`config.mk`:
```
export PLATFORM = sky130hd
export DESIGN_NAME = spi_cmd_frontend
export DESIGN_NICKNAME = d
export VERILOG_FILES = /design/src/rtl/spi_fe_pkg.sv /design/src/rtl/spi_fe_sync.sv /design/src/rtl/spi_fe_hold.sv /design/src/rtl/spi_fe_engine.sv /design/src/rtl/spi_cmd_frontend.sv
export SDC_FILE = /design/constraint.sdc
export NUM_CORES = 1
export LEC_CHECK = 0
export ABC_AREA = 1
export BUFFER_PORTS_ARGS = -buffer_cell sky130_fd_sc_hd__buf_2
export CORE_UTILIZATION = 50
export CTS_CLUSTER_SIZE = 12
export DETAILED_ROUTE_END_ITERATION = 8
export HOLD_SLACK_MARGIN = 0.03
export PLACE_DENSITY = 0.73
export SYNTH_ARGS = -nofsm -noshare
export SYNTH_HDL_FRONTEND = slang
export SYNTH_SLANG_ARGS = --single-unit
export TNS_END_PERCENT = 5
```
`constraint.sdc`:
```
create_clock -name clk -period 2.6 [get_ports clk]
set_input_delay 0.26 -clock clk [delete_from_list [all_inputs] [get_ports clk]]
set_output_delay 0.26 -clock clk [all_outputs]
set_load 0.02 [all_outputs]
```
`src/rtl/spi_fe_pkg.sv`:
```
// Package: shared widths and command decoding for the SPI command front-end.
// Assumes 8-bit command and data units.
package spi_fe_pkg;
    localparam int BYTE_W = 8;
    localparam int CNT_W  = $clog2(BYTE_W);

    localparam logic [BYTE_W-1:0] OP_WR_EN   = 8'h06;
    localparam logic [BYTE_W-1:0] OP_WR_DIS  = 8'h04;
    localparam logic [BYTE_W-1:0] OP_RD_STAT = 8'h05;
    localparam logic [BYTE_W-1:0] OP_WR_STAT = 8'h01;
    localparam logic [BYTE_W-1:0] OP_RD_MEM  = 8'h03;
    localparam logic [BYTE_W-1:0] OP_WR_MEM  = 8'h02;

    // True when the code belongs to the supported command set.
    function automatic logic op_known(input logic [BYTE_W-1:0] code);
        return (code == OP_WR_EN)   || (code == OP_WR_DIS) ||
               (code == OP_RD_STAT) || (code == OP_WR_STAT) ||
               (code == OP_RD_MEM)  || (code == OP_WR_MEM);
    endfunction

    // True when the command returns data on the serial output.
    function automatic logic op_reads(input logic [BYTE_W-1:0] code);
        return (code == OP_RD_STAT) || (code == OP_RD_MEM);
    endfunction
endpackage

```
`src/rtl/spi_fe_sync.sv`:
```
// Multi-stage synchronizer for a vector of asynchronous pins.
// Assumes each bit is independent; RST_VAL sets the idle level per bit.
module spi_fe_sync #(
    parameter int             W       = 4,
    parameter int             STAGES  = 2,
    parameter logic [W-1:0]   RST_VAL = '0
) (
    input  logic         clk,
    input  logic         rst_n,
    input  logic [W-1:0] d,
    output logic [W-1:0] q
);
    logic [W-1:0] stage [STAGES];

    genvar g;
    generate
        for (g = 0; g < STAGES; g++) begin : g_stage
            // One flop rank of the synchronizer chain.
            always_ff @(posedge clk) begin
                if (!rst_n) stage[g] <= RST_VAL;
                else if (g == 0) stage[g] <= d;
                else stage[g] <= stage[(g == 0) ? 0 : g-1];
            end
        end
    endgenerate

    assign q = stage[STAGES-1];
endmodule

```
`src/rtl/spi_fe_hold.sv`:
```
// Pause tracker: follows the inverted hold pin only while SCK is low,
// keeps its value while SCK is high, clears when deselected.
// Assumes all inputs are already synchronized to clk.
module spi_fe_hold (
    input  logic clk,
    input  logic rst_n,
    input  logic cs_n_s,
    input  logic sck_s,
    input  logic hold_n_s,
    output logic held
);
    // Update the pause state.
    always_ff @(posedge clk) begin
        if (!rst_n || cs_n_s) held <= 1'b0;
        else if (!sck_s)      held <= !hold_n_s;
    end
endmodule

```
`src/rtl/spi_fe_engine.sv`:
```
// Shift engine: detects SCK edges, assembles input bytes on rises,
// decodes the first byte, handles lockout, and shifts output on falls.
// Assumes synchronized pins; chip select high clears the transfer state.
module spi_fe_engine
    import spi_fe_pkg::*;
(
    input  logic              clk,
    input  logic              rst_n,
    input  logic              cs_n_s,
    input  logic              sck_s,
    input  logic              mosi_s,
    input  logic              held,
    input  logic [BYTE_W-1:0] tx_byte,
    output logic              lockout,
    output logic              op_valid,
    output logic [BYTE_W-1:0] op_code,
    output logic              cmd_stb,
    output logic              dat_stb,
    output logic [BYTE_W-1:0] dat_byte,
    output logic              miso
);
    localparam logic [CNT_W-1:0] LAST_BIT = CNT_W'(BYTE_W - 1);

    logic              sck_d;
    logic [CNT_W-1:0]  bit_cnt;
    logic [BYTE_W-2:0] rx_sr;
    logic [BYTE_W-1:0] tx_sr;
    logic [BYTE_W-1:0] rx_next;
    logic              sck_rise, sck_fall, shift_ok;

    assign sck_rise = sck_s && !sck_d;
    assign sck_fall = !sck_s && sck_d;
    assign shift_ok = !cs_n_s && !held && !lockout;
    assign rx_next  = {rx_sr, mosi_s};

    // Delayed SCK for edge detection.
    always_ff @(posedge clk) begin
        if (!rst_n) sck_d <= 1'b0;
        else        sck_d <= sck_s;
    end

    // Input side: bit count, byte assembly, command decode, lockout.
    always_ff @(posedge clk) begin
        if (!rst_n || cs_n_s) begin
            bit_cnt  <= '0;
            rx_sr    <= '0;
            lockout  <= 1'b0;
            op_valid <= 1'b0;
            op_code  <= '0;
            cmd_stb  <= 1'b0;
            dat_stb  <= 1'b0;
            dat_byte <= '0;
        end else begin
            cmd_stb <= 1'b0;
            dat_stb <= 1'b0;
            if (sck_rise && shift_ok) begin
                rx_sr   <= rx_next[BYTE_W-2:0];
                bit_cnt <= bit_cnt + 1'b1;
                if (bit_cnt == LAST_BIT) begin
                    if (op_valid) begin
                        dat_stb  <= 1'b1;
                        dat_byte <= rx_next;
                    end else if (op_known(rx_next)) begin
                        op_valid <= 1'b1;
                        op_code  <= rx_next;
                        cmd_stb  <= 1'b1;
                    end else begin
                        lockout  <= 1'b1;
                    end
                end
            end
        end
    end

    // Output side: load at byte boundary, shift one bit per SCK fall.
    always_ff @(posedge clk) begin
        if (!rst_n || cs_n_s) begin
            tx_sr <= '0;
            miso  <= 1'b0;
        end else if (sck_rise && shift_ok && bit_cnt == LAST_BIT) begin
            tx_sr <= tx_byte;
        end else if (sck_fall && shift_ok) begin
            miso  <= tx_sr[BYTE_W-1];
            tx_sr <= {tx_sr[BYTE_W-2:0], 1'b0};
        end
    end
endmodule

```
`src/rtl/spi_cmd_frontend.sv`:
```
// Top: SPI mode-0 slave command front-end. Synchronizes the serial pins,
// tracks the hold pause, runs the shift engine and drives the SO enable.
// Assumes clk is several times faster than SCK.
module spi_cmd_frontend
    import spi_fe_pkg::*;
#(
    parameter int SYNC_STAGES = 2
) (
    input  logic              clk,
    input  logic              rst_n,
    input  logic              spi_cs_n,
    input  logic              spi_sck,
    input  logic              spi_mosi,
    input  logic              spi_hold_n,
    output logic              spi_miso,
    output logic              spi_miso_oe,
    output logic              cmd_strobe,
    output logic [BYTE_W-1:0] cmd_code,
    output logic              op_active,
    output logic              data_strobe,
    output logic [BYTE_W-1:0] data_byte,
    input  logic [BYTE_W-1:0] tx_byte
);
    logic [3:0] pins_s;
    logic       cs_n_s, sck_s, mosi_s, hold_n_s;
    logic       held_q, lock_q;

    spi_fe_sync #(.W(4), .STAGES(SYNC_STAGES), .RST_VAL(4'b1001)) i_sync (
        .clk (clk),
        .rst_n (rst_n),
        .d ({spi_hold_n, spi_mosi, spi_sck, spi_cs_n}),
        .q (pins_s)
    );
    assign {hold_n_s, mosi_s, sck_s, cs_n_s} = pins_s;

    spi_fe_hold i_hold (
        .clk (clk),
        .rst_n (rst_n),
        .cs_n_s (cs_n_s),
        .sck_s (sck_s),
        .hold_n_s (hold_n_s),
        .held (held_q)
    );

    spi_fe_engine i_eng (
        .clk (clk),
        .rst_n (rst_n),
        .cs_n_s (cs_n_s),
        .sck_s (sck_s),
        .mosi_s (mosi_s),
        .held (held_q),
        .tx_byte (tx_byte),
        .lockout (lock_q),
        .op_valid (op_active),
        .op_code (cmd_code),
        .cmd_stb (cmd_strobe),
        .dat_stb (data_strobe),
        .dat_byte (data_byte),
        .miso (spi_miso)
    );

    assign spi_miso_oe = !cs_n_s && op_active && op_reads(cmd_code) &&
                         !held_q && !lock_q;
endmodule

```
======== Yosys cells after proc, flatten, opt, wreduce, memory -nomap -nowiden ========
Memories as Yosys holds them, arrays and structs flattened.
Index checks and enable logic that the tools add are counted.
word-level totals
  bits in registers ....................... 41
  memories ................................ 1
  memory bits (read-only) ................. 0
  latch bits .............................. 0
  word-level logic and storage cells ...... 72
  output and inout bits ................... 21
  bits in writable memories ............... 8
operators by class
  divide/modulo/power cells ............... 0
  equal/unequal tests ..................... 9
  add/subtract/negate cells ............... 1
  shifts and indexed selects .............. 0
  order comparisons ....................... 0
  reductions and logical operators ........ 33
  bitwise logic cells ..................... 7
  muxes and demuxes ....................... 9
  $mul .................................... 0
memory list
  memory        words  bits a word  read ports  clocked after Yosys merged registers in  wr ports  RTL line           RTL
  i_sync.stage  2      4            2           0                                        2         spi_fe_sync.sv:13  logic [W-1:0] stage [STAGES];
operators by type and width
  cell                                                  number
  equality test 8 x 3 -> 1 bit (second input constant)  4
  equality test 8 x 2 -> 1 bit (second input constant)  3
  two-way mux 8 bit                                     2
  logical AND 1 bit                                     11
  equality test 8 x 1 -> 1 bit (second input constant)  1
  two-way mux 4 bit                                     2
  AND reduction 4 bit                                   2
  logical NOT 1 bit                                     7
  logical OR 1 bit                                      7
  two-way mux 1 bit                                     5
  inverter 1 bit                                        5
  AND reduction 2 bit                                   2
  OR reduction 4 bit                                    1
  adder 3 x 1 -> 3 bit (second input constant)          1
  equality test 3 bit (second input constant)           1
  AND reduction 3 bit                                   1
  OR reduction 3 bit                                    1
  OR 1 bit                                              2
  nonzero test 2 bit                                    1

======== Logic depth before layout (Yosys ltp) ========
Gate-level depths: netlist (run 1).
  depth after elaboration ................. 8
  mapped depth ............................ 8
  gate-level depth less buffers ........... 8

======== Cells and area by module ========
Synthesis (run 1) repeated with hierarchy kept, for this count alone.
unflattened totals
  cells, all modules ...................... 258
  area, all modules ....................... 2014.4 um2
modules (own cells, without submodules)
  module            cells an instance  seq. area each (um2)  times used  area an instance (um2)
  spi_fe_engine     208                800.8                 1           1667.8
  spi_fe_sync       25                 160.2                 1           225.2
  spi_cmd_frontend  17                 0.0                   1           70.1
  spi_fe_hold       8                  20.0                  1           51.3

======== Worst setup path before layout (run 1) ========
OpenSTA, ideal clock, no wires.
  path kind ............................... register to output
  from .................................... reg i_eng.op_valid
  to ...................................... out spi_miso_oe
  cell stages (with the launch flop) ...... 5
  arrival ................................. 1.484 ns
  required time ........................... 2.340 ns
  path buffers ............................ 0
  slack ................................... 0.856 ns
  cells stage by stage .................... dfxtp_1 > inv_1 > nor2_1 > nand2_1 > nor4_1
between the ends
  cells in the longest elaborated chain, start to end .. 4
RTL lines
  element                          RTL line                RTL
  start, declared                  spi_fe_engine.sv:15     output logic op_valid,
  start signal, assigned           spi_fe_engine.sv:48     op_valid <= 1'b0;
  start signal, assigned           spi_fe_engine.sv:64     op_valid <= 1'b1;
  logical AND 1 bit (3 in series)  spi_cmd_frontend.sv:62  assign spi_miso_oe = !cs_n_s && op_active && op_reads(cmd_code) &&
  logical AND 1 bit                spi_cmd_frontend.sv:63  !held_q && !lock_q;
  end, declared                    spi_cmd_frontend.sv:16  output logic spi_miso_oe,
Every way passes these cells.

======== Final worst setup path (run 1) ========
Same ends and word-level chain as after synthesis.

==> results.py, run 1 <==
metrics = {
    "hold_path": {
        "holdPathStages": 3,
        "min_from": "spi_mosi",
        "min_to": "i_sync.stage[0][2]$_SDFF_PN0_",
        "hold_path_class": "primary input to flop",
    },
    "critical_path": {
        "r2r-end": "i_eng.dat_byte[5]$_SDFFE_PP0P_",
        "cp.required_ps": 2340,
        "slowest_stage": "dfxtp_1",
        "reg2reg_from": "i_eng.bit_cnt[0]$_SDFFE_PP0P_",
        "cp-end-kind": "primary output",
        "reg2reg_slack_ps": 950,
        "max_stage_delay_ps": 360,
        "crit_buf_inv": 2,
        "critical_path_class": "flop to primary output",
        "startpoint_type": "flop",
        "arrival_ps": 1420,
        "critical-path-top-delay-family": "simple AND/OR/NAND/NOR gates",
        "r2r_cells": 7,
        "cp_cell_sequence": "inv_1 -> nor2_1 -> nand2_1 -> nor4_1 -> buf_2",
        "path_max_fanout": 6,
    },
    "route": {
        "drt_pre_antenna_iters": 4,
        "wire_per_inst_um": 10.33,
        "drtIter0Drc": 82,
        "top_layer_used": "met4",
        "route.detailed.drc": 0,
        "num_vias": 1548,
        "met2RoutedLength_um": 1339,
        "met3_length_um": 241,
        "wirelength_um": 3378,
        "ant_nets": 0,
        "wl_met1_um": 1740,
        "via_per_inst": 4.734,
    },
    "sta": {
        "setup_violations": 0,
        "fin_skew_ps": 8.074,
        "fmax_mhz": 595.6,
        "final.setup.tns_ps": 0,
        "whs_ps": 128.8,
        "maxSlewHeadroom_pct": 72.06,
        "finalMaxSlewViolations": 0,
        "rsz0062_at_grt": "no",
        "hold_viol": 0,
        "fin_crit_ps": 1679,
        "max_slew.worst_pin.slew_ps": 418.6,
        "period_share_pct": 64.57,
    },
    "clock_tree": {
        "cts_root_buf": "clkbuf_8",
        "insertion_delay_ps": 310,
        "post_cts_buffers": 0,
        "cts-htree-levels": 2,
        "cts_num_sinks": 49,
        "hold_buffers": 0,
        "cts_tree": "yes",
        "clkTransAtPathRegs_ps": 90,
        "clockBufferDepth": 2,
        "numCtsBuffers": 5,
        "cts.repair.resized": 0,
    },
    "yosys": {
        "postSynthCellCount": 241,
        "synth_seq_cells": 49,
        "post_synth.cell_area_avg_um2": 7.969,
        "synth_nets": 257,
        "synth_top_family_by_area": "simple AND/OR/NAND/NOR gates",
        "syn_area_um2": 1921,
        "synth_top_cell_area_share_pct": 51.07,
        "synthMuxAreaShare_pct": 0,
        "synthDistinctLibCells": 23,
        "ys_warn_count": 0,
        "netlist_top_cells_area": "dfxtp_1, nor2_1, o21ai_0, inv_1, nand2_1",
        "synthAdderAreaFrac_pct": 1.303,
        "synth-compound-area-share_pct": 10.55,
        "ys_seq_area_share_pct": 51.07,
        "synth-simple-area-share_pct": 28.93,
        "yosysTopAreaCell": "dfxtp_1",
        "synth_xor_area_share_pct": 0.4560,
    },
    "power": {
        "p_leak_nw": 1.029,
        "p_sw_w": 0.0002606,
        "p_int_w": 0.001011,
        "p_clk_share_pct": 37.4,
        "vdd_drop_max_mv": 0.3860,
        "share_comb_of_total_power_pct": 2.9,
        "sw_frac_of_total_pct": 20.49,
        "p_per_area_nw_per_um2": 568.8,
        "pwr-share-seq_pct": 59.7,
    },
    "placement": {
        "hpwl_um": 2415,
        "dp_cells": 319,
        "place_congestion": 0.7597,
        "port-buffer-count": 34,
    },
    "flow_run": {
        "drv_cap": 0,
    },
    "finish": {
        "area_growth_pct": 16.42,
        "nets": 294,
        "diodes": 0,
        "drive_gt1_share_pct": 22.58,
        "final_cell_count_no_fill": 327,
    },
    "floorplan": {
        "die_y_um": 63.98,
        "ios": 35,
        "rows": 22,
        "core_um2": 3661,
        "start_util_pct": 52.46,
        "design.die.area_um2": 4093,
        "die_x_um": 63.98,
    },
    "global_route": {
        "grt_remaining_overflow": 0,
        "grt_pass1_wl_um": 5885,
        "globalRouteTotalUtil_pct": 18.78,
        "antenna_found_initial": 0,
        "grt_max_degree": 23,
        "grt_pass1_vias": 1321,
    },
    "run_status": {
        "status": "finished, final reports clean",
    },
}
==> state kept, by name, indices dropped and copies added (netlist names), 3 cells and up <==
signal and count:
i_eng.tx_sr 8, i_eng.rx_sr 7, i_sync.stage 8, i_eng.bit_cnt 3, i_eng.dat_byte 8, i_eng.op_code 8
==> cell families after synthesis <==
logic type | after synthesis
simple gates | 111
flops | 49
compound gates | 40
buf+inv | 38
fa+ha+maj | 2
xor+xnor | 1
==> routing by layer <==
metal  vias to the layer above  track usage, %
li1                        842               -
met1                       657           26.29
met2                        42           26.06
met3                         7           5.893
met4                         0           8.523
met5                         -               0
==> cell usage after synthesis, drive strengths merged <==
library cell and count:
nand2 30, or2 4, dfxtp 49, ha 2, nand3 16, nor2 56, a211oi 1, nor4 1
xor2 1, nor3 1, a21oi 16, clkbuf 1, inv 33, buf 4, o21ai 23, nand4 3
==> worst max-delay path by stage <==
| stage | startpoint | end | depth (start not counted) |
|---|---|---|---|
| after global routing | i_eng.bit_cnt[0]$_SDFFE_PP0P_ | i_eng.dat_byte[7]$_SDFFE_PP0P_ | 7 |
| after floorplan | i_eng.op_valid$_SDFFE_PP0P_ | spi_miso_oe | 4 |
| after CTS | i_eng.op_valid$_SDFFE_PP0P_ | spi_miso_oe | 5 |
| after detailed placement | i_eng.bit_cnt[0]$_SDFFE_PP0P_ | i_eng.dat_byte[5]$_SDFFE_PP0P_ | 7 |
| after global placement | i_eng.bit_cnt[0]$_SDFFE_PP0P_ | i_eng.dat_byte[7]$_SDFFE_PP0P_ | 7 |
| final | i_eng.op_valid$_SDFFE_PP0P_ | spi_miso_oe | 5 |
==> power groups by stage <==
stage | clock (W) | combinational, W | sequential, W
2_1_floorplan | 0 | 0.0000229 | 0.000777
3_3_place_gp | 0 | 0.0000361 | 0.000777
3_5_place_dp | 0 | 0.0000369 | 0.000777
4_1_cts | 0.000491 | 0.0000370 | 0.000760
5_1_grt | 0.000523 | 0.0000412 | 0.000761
6_report | 0.000476 | 0.0000365 | 0.000760
==> layout by cell type (no fill, tap or decap), types with 2 or more instances in the layout <==
master / instances
nand2_1: 29
ha_1: 2
nand3_1: 13
inv_2: 3
o21ai_0: 23
nor2_1: 49
inv_1: 30
nor2_4: 5
nand3_2: 2
a21oi_1: 16
nand4_4: 2
dfxtp_1: 49
clkbuf_8: 7
or2_2: 4
nor2_2: 2
buf_2: 34
==> worst reg2reg max path, cell delays in order, from the launching register on <==
cell,delay [ps]
dfxtp_1,350
ha_1,150
ha_1,240
nand4_4,250
nor2_4,260
inv_2,120
nor2_1,120
nor2_1,50
==> metrics by stage <==
step                      instance area (µm²)  worst slack [ps]  total power, W  utilization, %
after floorplan                          1921             856.0       0.0007995               -
after global placement                   2135              1050       0.0008135           58.30
after detailed placement                 2135             946.9       0.0008144           58.30
after CTS                                2236             909.3        0.001287           61.07
after global routing                     2236             784.4        0.001324           61.07
final                                    2236             921.1        0.001272           61.07
==> final cells by class <==
type,count,area (µm²)
inverter,33,123.9
timing repair buffer,35,177.7
tap,48,60.06
multi-input combinational,154,792.0
clock inverter,1,5.005
fill,338,1425
clock buffer,7,96.34
sequential,49,980.9
Power figures use the tool's default switching activity.
==> inputs of run 2 (changes only) <==
clock period = 1.7 ns   (was 2.6 ns; I/O delays follow)
==> results.py, run 2 (synthesized netlist as in run 1, its figures left out) <==
metrics = {
    "power": {
        "p_leak_nw": 1.024,
        "vdd_drop_max_mv": 0.6772,
        "power_w": 0.001878,
        "p_per_area_nw_per_um2": 839.1,
    },
    "sta": {
        "fin_skew_ps": 5.881,
        "maxSlewHeadroom_pct": 78.72,
        "fin_crit_ps": 1583,
        "period_share_pct": 93.11,
        "hold_viol": 0,
        "rsz0062_at_grt": "no",
        "setup_violations": 0,
        "setup_ws_ps": 117.1,
        "finalMaxSlewViolations": 0,
        "final.setup.tns_ps": 0,
        "max_slew.worst_pin.slew_ps": 318.1,
        "fmax_mhz": 631.7,
    },
    "clock_tree": {
        "cts-htree-levels": 2,
        "clkTransAtPathRegs_ps": 90,
        "cts_num_sinks": 49,
        "cts_root_buf": "clkbuf_8",
        "insertion_delay_ps": 300,
        "hold_buffers": 0,
        "cts_tree": "yes",
        "cts.repair.resized": 0,
        "post_cts_buffers": 0,
        "numCtsBuffers": 5,
        "clockBufferDepth": 2,
    },
    "finish": {
        "fillers": 342,
        "stdcell_area_um2": 2238,
        "area_growth_pct": 16.55,
        "post-route-util_pct": 61.14,
        "final_cell_mix": "nor2_1, dfxtp_1, buf_2",
        "diodes": 0,
        "drive_gt1_share_pct": 23.84,
        "nets": 296,
    },
    "global_route": {
        "grt_max_degree": 32,
        "globalRouteTotalUtil_pct": 20.16,
        "grt_pass1_vias": 1437,
        "grt_remaining_overflow": 0,
        "antenna_found_initial": 0,
        "grt_pass1_wl_um": 6313,
    },
    "flow_run": {
        "drv_cap": 0,
    },
    "route": {
        "ant_nets": 0,
        "drtIter0Drc": 126,
        "wirelength_um": 3614,
        "drt_pre_antenna_iters": 4,
        "route.detailed.drc": 0,
        "wire_per_inst_um": 10.98,
        "via_per_inst": 4.793,
        "num_vias": 1577,
    },
    "floorplan": {
        "rows": 22,
        "ios": 35,
        "core_um2": 3661,
        "die_y_um": 63.98,
        "die_x_um": 63.98,
        "start_util_pct": 52.46,
        "design.die.area_um2": 4093,
    },
    "placement": {
        "dp_worst_setup_slack_ps": 173.2,
        "port-buffer-count": 34,
        "place_congestion": 0.7432,
        "place_area_um2": 2150,
        "hpwl_um": 2515,
    },
    "critical_path": {
        "cp-end-kind": "primary output",
        "startpoint_type": "flop",
        "cp.required_ps": 1530,
        "critical_path_class": "flop to primary output",
        "path_max_fanout": 5,
        "arrival_ps": 1410,
    },
    "run_status": {
        "status": "finished, final reports clean",
    },
    "hold_path": {
        "hold_path_class": "primary input to flop",
    },
}
[run 2: cell type report]
cell class	instances	area (µm²)	share of cell area [%]
tap	48	60.06	2.683
clock buffer	5	68.82	3.074
multi-input combinational	154	794.5	35.49
clock inverter	3	17.52	0.7826
sequential	49	980.9	43.82
inverter	33	123.9	5.534
timing repair buffer	37	192.7	8.608
[run 2: worst max-delay path, cell delays in order (launching register included)]
cell	delay, ps
dfxtp_1	370
nor2_4	240
nand4_1	130
nor4_1	170
buf_2	200
[run 2: per-layer routing]
metal	up-vias	routed length (µm)	global-route usage, %
met5	-	0	0
met4	0	50	7.955
met3	5	151	5.893
met2	36	1573	31.91
met1	699	1838	25.64
li1	837	-	-
[run 2: path summary, 6_finish.rpt]
path	start	to	slack, ps	depth (start not counted)
setup / recovery	i_sync.stage[1][0]$_SDFF_PN1_	spi_miso_oe	120	4
hold / removal	spi_sck	i_sync.stage[0][1]$_SDFF_PN0_	40	3
setup reg to reg	i_eng.bit_cnt[0]$_SDFFE_PP0P_	i_eng.dat_byte[0]$_SDFFE_PP0P_	140	7
hold reg to reg	i_sync.stage[0][3]$_SDFF_PN1_	i_sync.stage[1][3]$_SDFF_PN1_	420	1
[run 2: stage by stage]
step                      hold WS (ps)  instances
after floorplan                  263.5        241
after global placement           349.8        321
after detailed placement         357.5        321
after CTS                        37.82        329
after global routing             38.60        329
final                            40.30        329
[run 2: power breakdown]
group	total, W	switching [W]	leakage (nW)	internal, W
Sequential	0.00116	0.00000574	0.396	0.00116
Combinational	0.0000563	0.0000334	0.584	0.0000229
Clock	0.000660	0.000376	0.0439	0.000284
==> inputs of run 3 (changes only) <==
clock period = 1.61 ns   (was 1.7 ns; I/O delays follow)
==> results.py, run 3 (synthesized netlist as in run 1, its figures left out) <==
metrics = {
    "run_status": {
        "status": "finished, final reports clean",
    },
    "route": {
        "num_vias": 1579,
        "ant_nets": 0,
        "drt_pre_antenna_iters": 4,
        "wire_per_inst_um": 10.89,
        "wirelength_um": 3627,
        "route.detailed.drc": 0,
        "via_per_inst": 4.742,
        "drtIter0Drc": 72,
    },
    "finish": {
        "final_cell_mix": "nor2_1, dfxtp_1, buf_2",
        "diodes": 0,
        "final_cell_count_no_fill": 333,
        "final_common_cell": "nor2_1",
        "nets": 300,
        "stdcell_area_um2": 2316,
        "area_growth_pct": 20.59,
        "drive_gt1_share_pct": 25.26,
    },
    "global_route": {
        "grt_max_degree": 26,
        "antenna_found_initial": 0,
        "grt_pass1_vias": 1428,
        "grt_remaining_overflow": 0,
        "globalRouteTotalUtil_pct": 19.41,
        "grt_pass1_wl_um": 6141,
    },
    "power": {
        "p_int_w": 0.001754,
        "p_leak_nw": 1.060,
        "share_comb_of_total_power_pct": 2.9,
        "p_sw_w": 0.0004250,
        "power_w": 0.002179,
        "pwr-share-seq_pct": 56.3,
        "sw_frac_of_total_pct": 19.50,
        "p_clk_share_pct": 40.8,
        "p_per_area_nw_per_um2": 940.9,
        "vdd_drop_max_mv": 0.7128,
    },
    "clock_tree": {
        "cts_tree": "yes",
        "cts-htree-levels": 2,
        "cts_num_sinks": 49,
        "clockBufferDepth": 2,
        "insertion_delay_ps": 300,
        "clkTransAtPathRegs_ps": 80,
        "numCtsBuffers": 5,
        "cts_root_buf": "clkbuf_8",
    },
    "hold_path": {
        "holdPathStages": 2,
        "min_from": "spi_hold_n",
        "min_to": "i_sync.stage[0][3]$_SDFF_PN1_",
        "hold_path_class": "primary input to flop",
    },
    "critical_path": {
        "arrival_ps": 1390,
        "cp-end-kind": "primary output",
        "path_max_fanout": 5,
        "reg2reg_slack_ps": 130,
        "reg2reg_from": "i_eng.bit_cnt[0]$_SDFFE_PP0P_",
        "startpoint_type": "flop",
        "cp.required_ps": 1450,
        "r2r_cells": 7,
        "critical_path_class": "flop to primary output",
        "r2r-end": "i_eng.dat_byte[7]$_SDFFE_PP0P_",
    },
    "sta": {
        "fmax_mhz": 644.6,
        "period_share_pct": 96.36,
        "max_slew.worst_pin.slew_ps": 378.5,
        "fin_crit_ps": 1551,
        "hold_viol": 0,
        "fin_skew_ps": 5.984,
        "maxSlewHeadroom_pct": 74.68,
        "rsz0062_at_grt": "yes",
        "setup_violations": 0,
        "whs_ps": 43.54,
        "finalMaxSlewViolations": 0,
    },
    "floorplan": {
        "die_y_um": 63.98,
        "rows": 22,
        "ios": 35,
        "core_um2": 3661,
        "start_util_pct": 52.46,
        "design.die.area_um2": 4093,
        "die_x_um": 63.98,
    },
    "flow_run": {
        "drv_cap": 0,
    },
    "placement": {
        "dp_cells": 321,
        "port-buffer-count": 34,
        "place_area_um2": 2156,
        "hpwl_um": 2529,
        "place_congestion": 0.7625,
    },
}
## run 3: power by group through the flow
| stage | combinational [W] | sequential, W | clock (W) |
|---|---|---|---|
| floorplan | 0.0000370 | 0.00125 | 0 |
| detailed placement | 0.0000609 | 0.00126 | 0 |
| global placement | 0.0000594 | 0.00126 | 0 |
| CTS | 0.0000610 | 0.00123 | 0.000901 |
| global route | 0.0000719 | 0.00123 | 0.000952 |
| finish | 0.0000642 | 0.00123 | 0.000888 |
## run 3: stage by stage
step / setup slack [ps] / utilization [%] / setup TNS [ps]
global route: -33.92 / 63.26 / -63.12
floorplan: 170.7 / - / 0
global placement: 92.22 / 58.89 / 0
detailed placement: 74.62 / 58.89 / 0
CTS: 14.43 / 62.06 / 0
finish: 58.56 / 63.26 / 0
## run 3: worst max path at each step
stage                                        startpoint                        endpoint  depth (start not counted)
after floorplan             i_eng.op_valid$_SDFFE_PP0P_                     spi_miso_oe                          4
after global placement    i_eng.bit_cnt[0]$_SDFFE_PP0P_  i_eng.dat_byte[6]$_SDFFE_PP0P_                          7
after detailed placement  i_eng.bit_cnt[0]$_SDFFE_PP0P_  i_eng.dat_byte[3]$_SDFFE_PP0P_                          7
after CTS                    i_eng.lockout$_SDFFE_PP0P_                     spi_miso_oe                          4
after global routing      i_eng.bit_cnt[0]$_SDFFE_PP0P_  i_eng.dat_byte[6]$_SDFFE_PP0P_                          7
final                     i_sync.stage[1][0]$_SDFF_PN1_                     spi_miso_oe                          4
## run 3: area by class of cell
type / instances / area [µm²]
inverters: 33 / 123.9
multi-input cells: 154 / 810.8
fillers: 332 / 1345
clock buffers: 7 / 86.33
flip-flops and latches: 49 / 982.2
repair buffers: 41 / 222.7
well taps: 48 / 60.06
clock inverters: 1 / 30.03
## run 3: timing repair
action | 4_1_cts | 5_1_grt
pin swaps | 0 | 2
setup buffers | 0 | 4
resized for setup | 1 | 3
gates cloned | 0 | 0
hold buffers | 0 | 0
setup endpoints to repair | 1 | 13
## run 3: critical path, cell delays in order, from the launching register on
cell and delay (ps):
dfxtp_1 360, nor2_4 230, nand4_1 150, nor4_2 160
buf_2 200
## run 3: layer usage
| layer | wire length (µm) | global-route usage [%] |
|---|---|---|
| met4 | 66 | 6.818 |
| met3 | 137 | 5.357 |
| met2 | 1579 | 32.31 |
| met5 | 0 | 0 |
| met1 | 1844 | 23.91 |
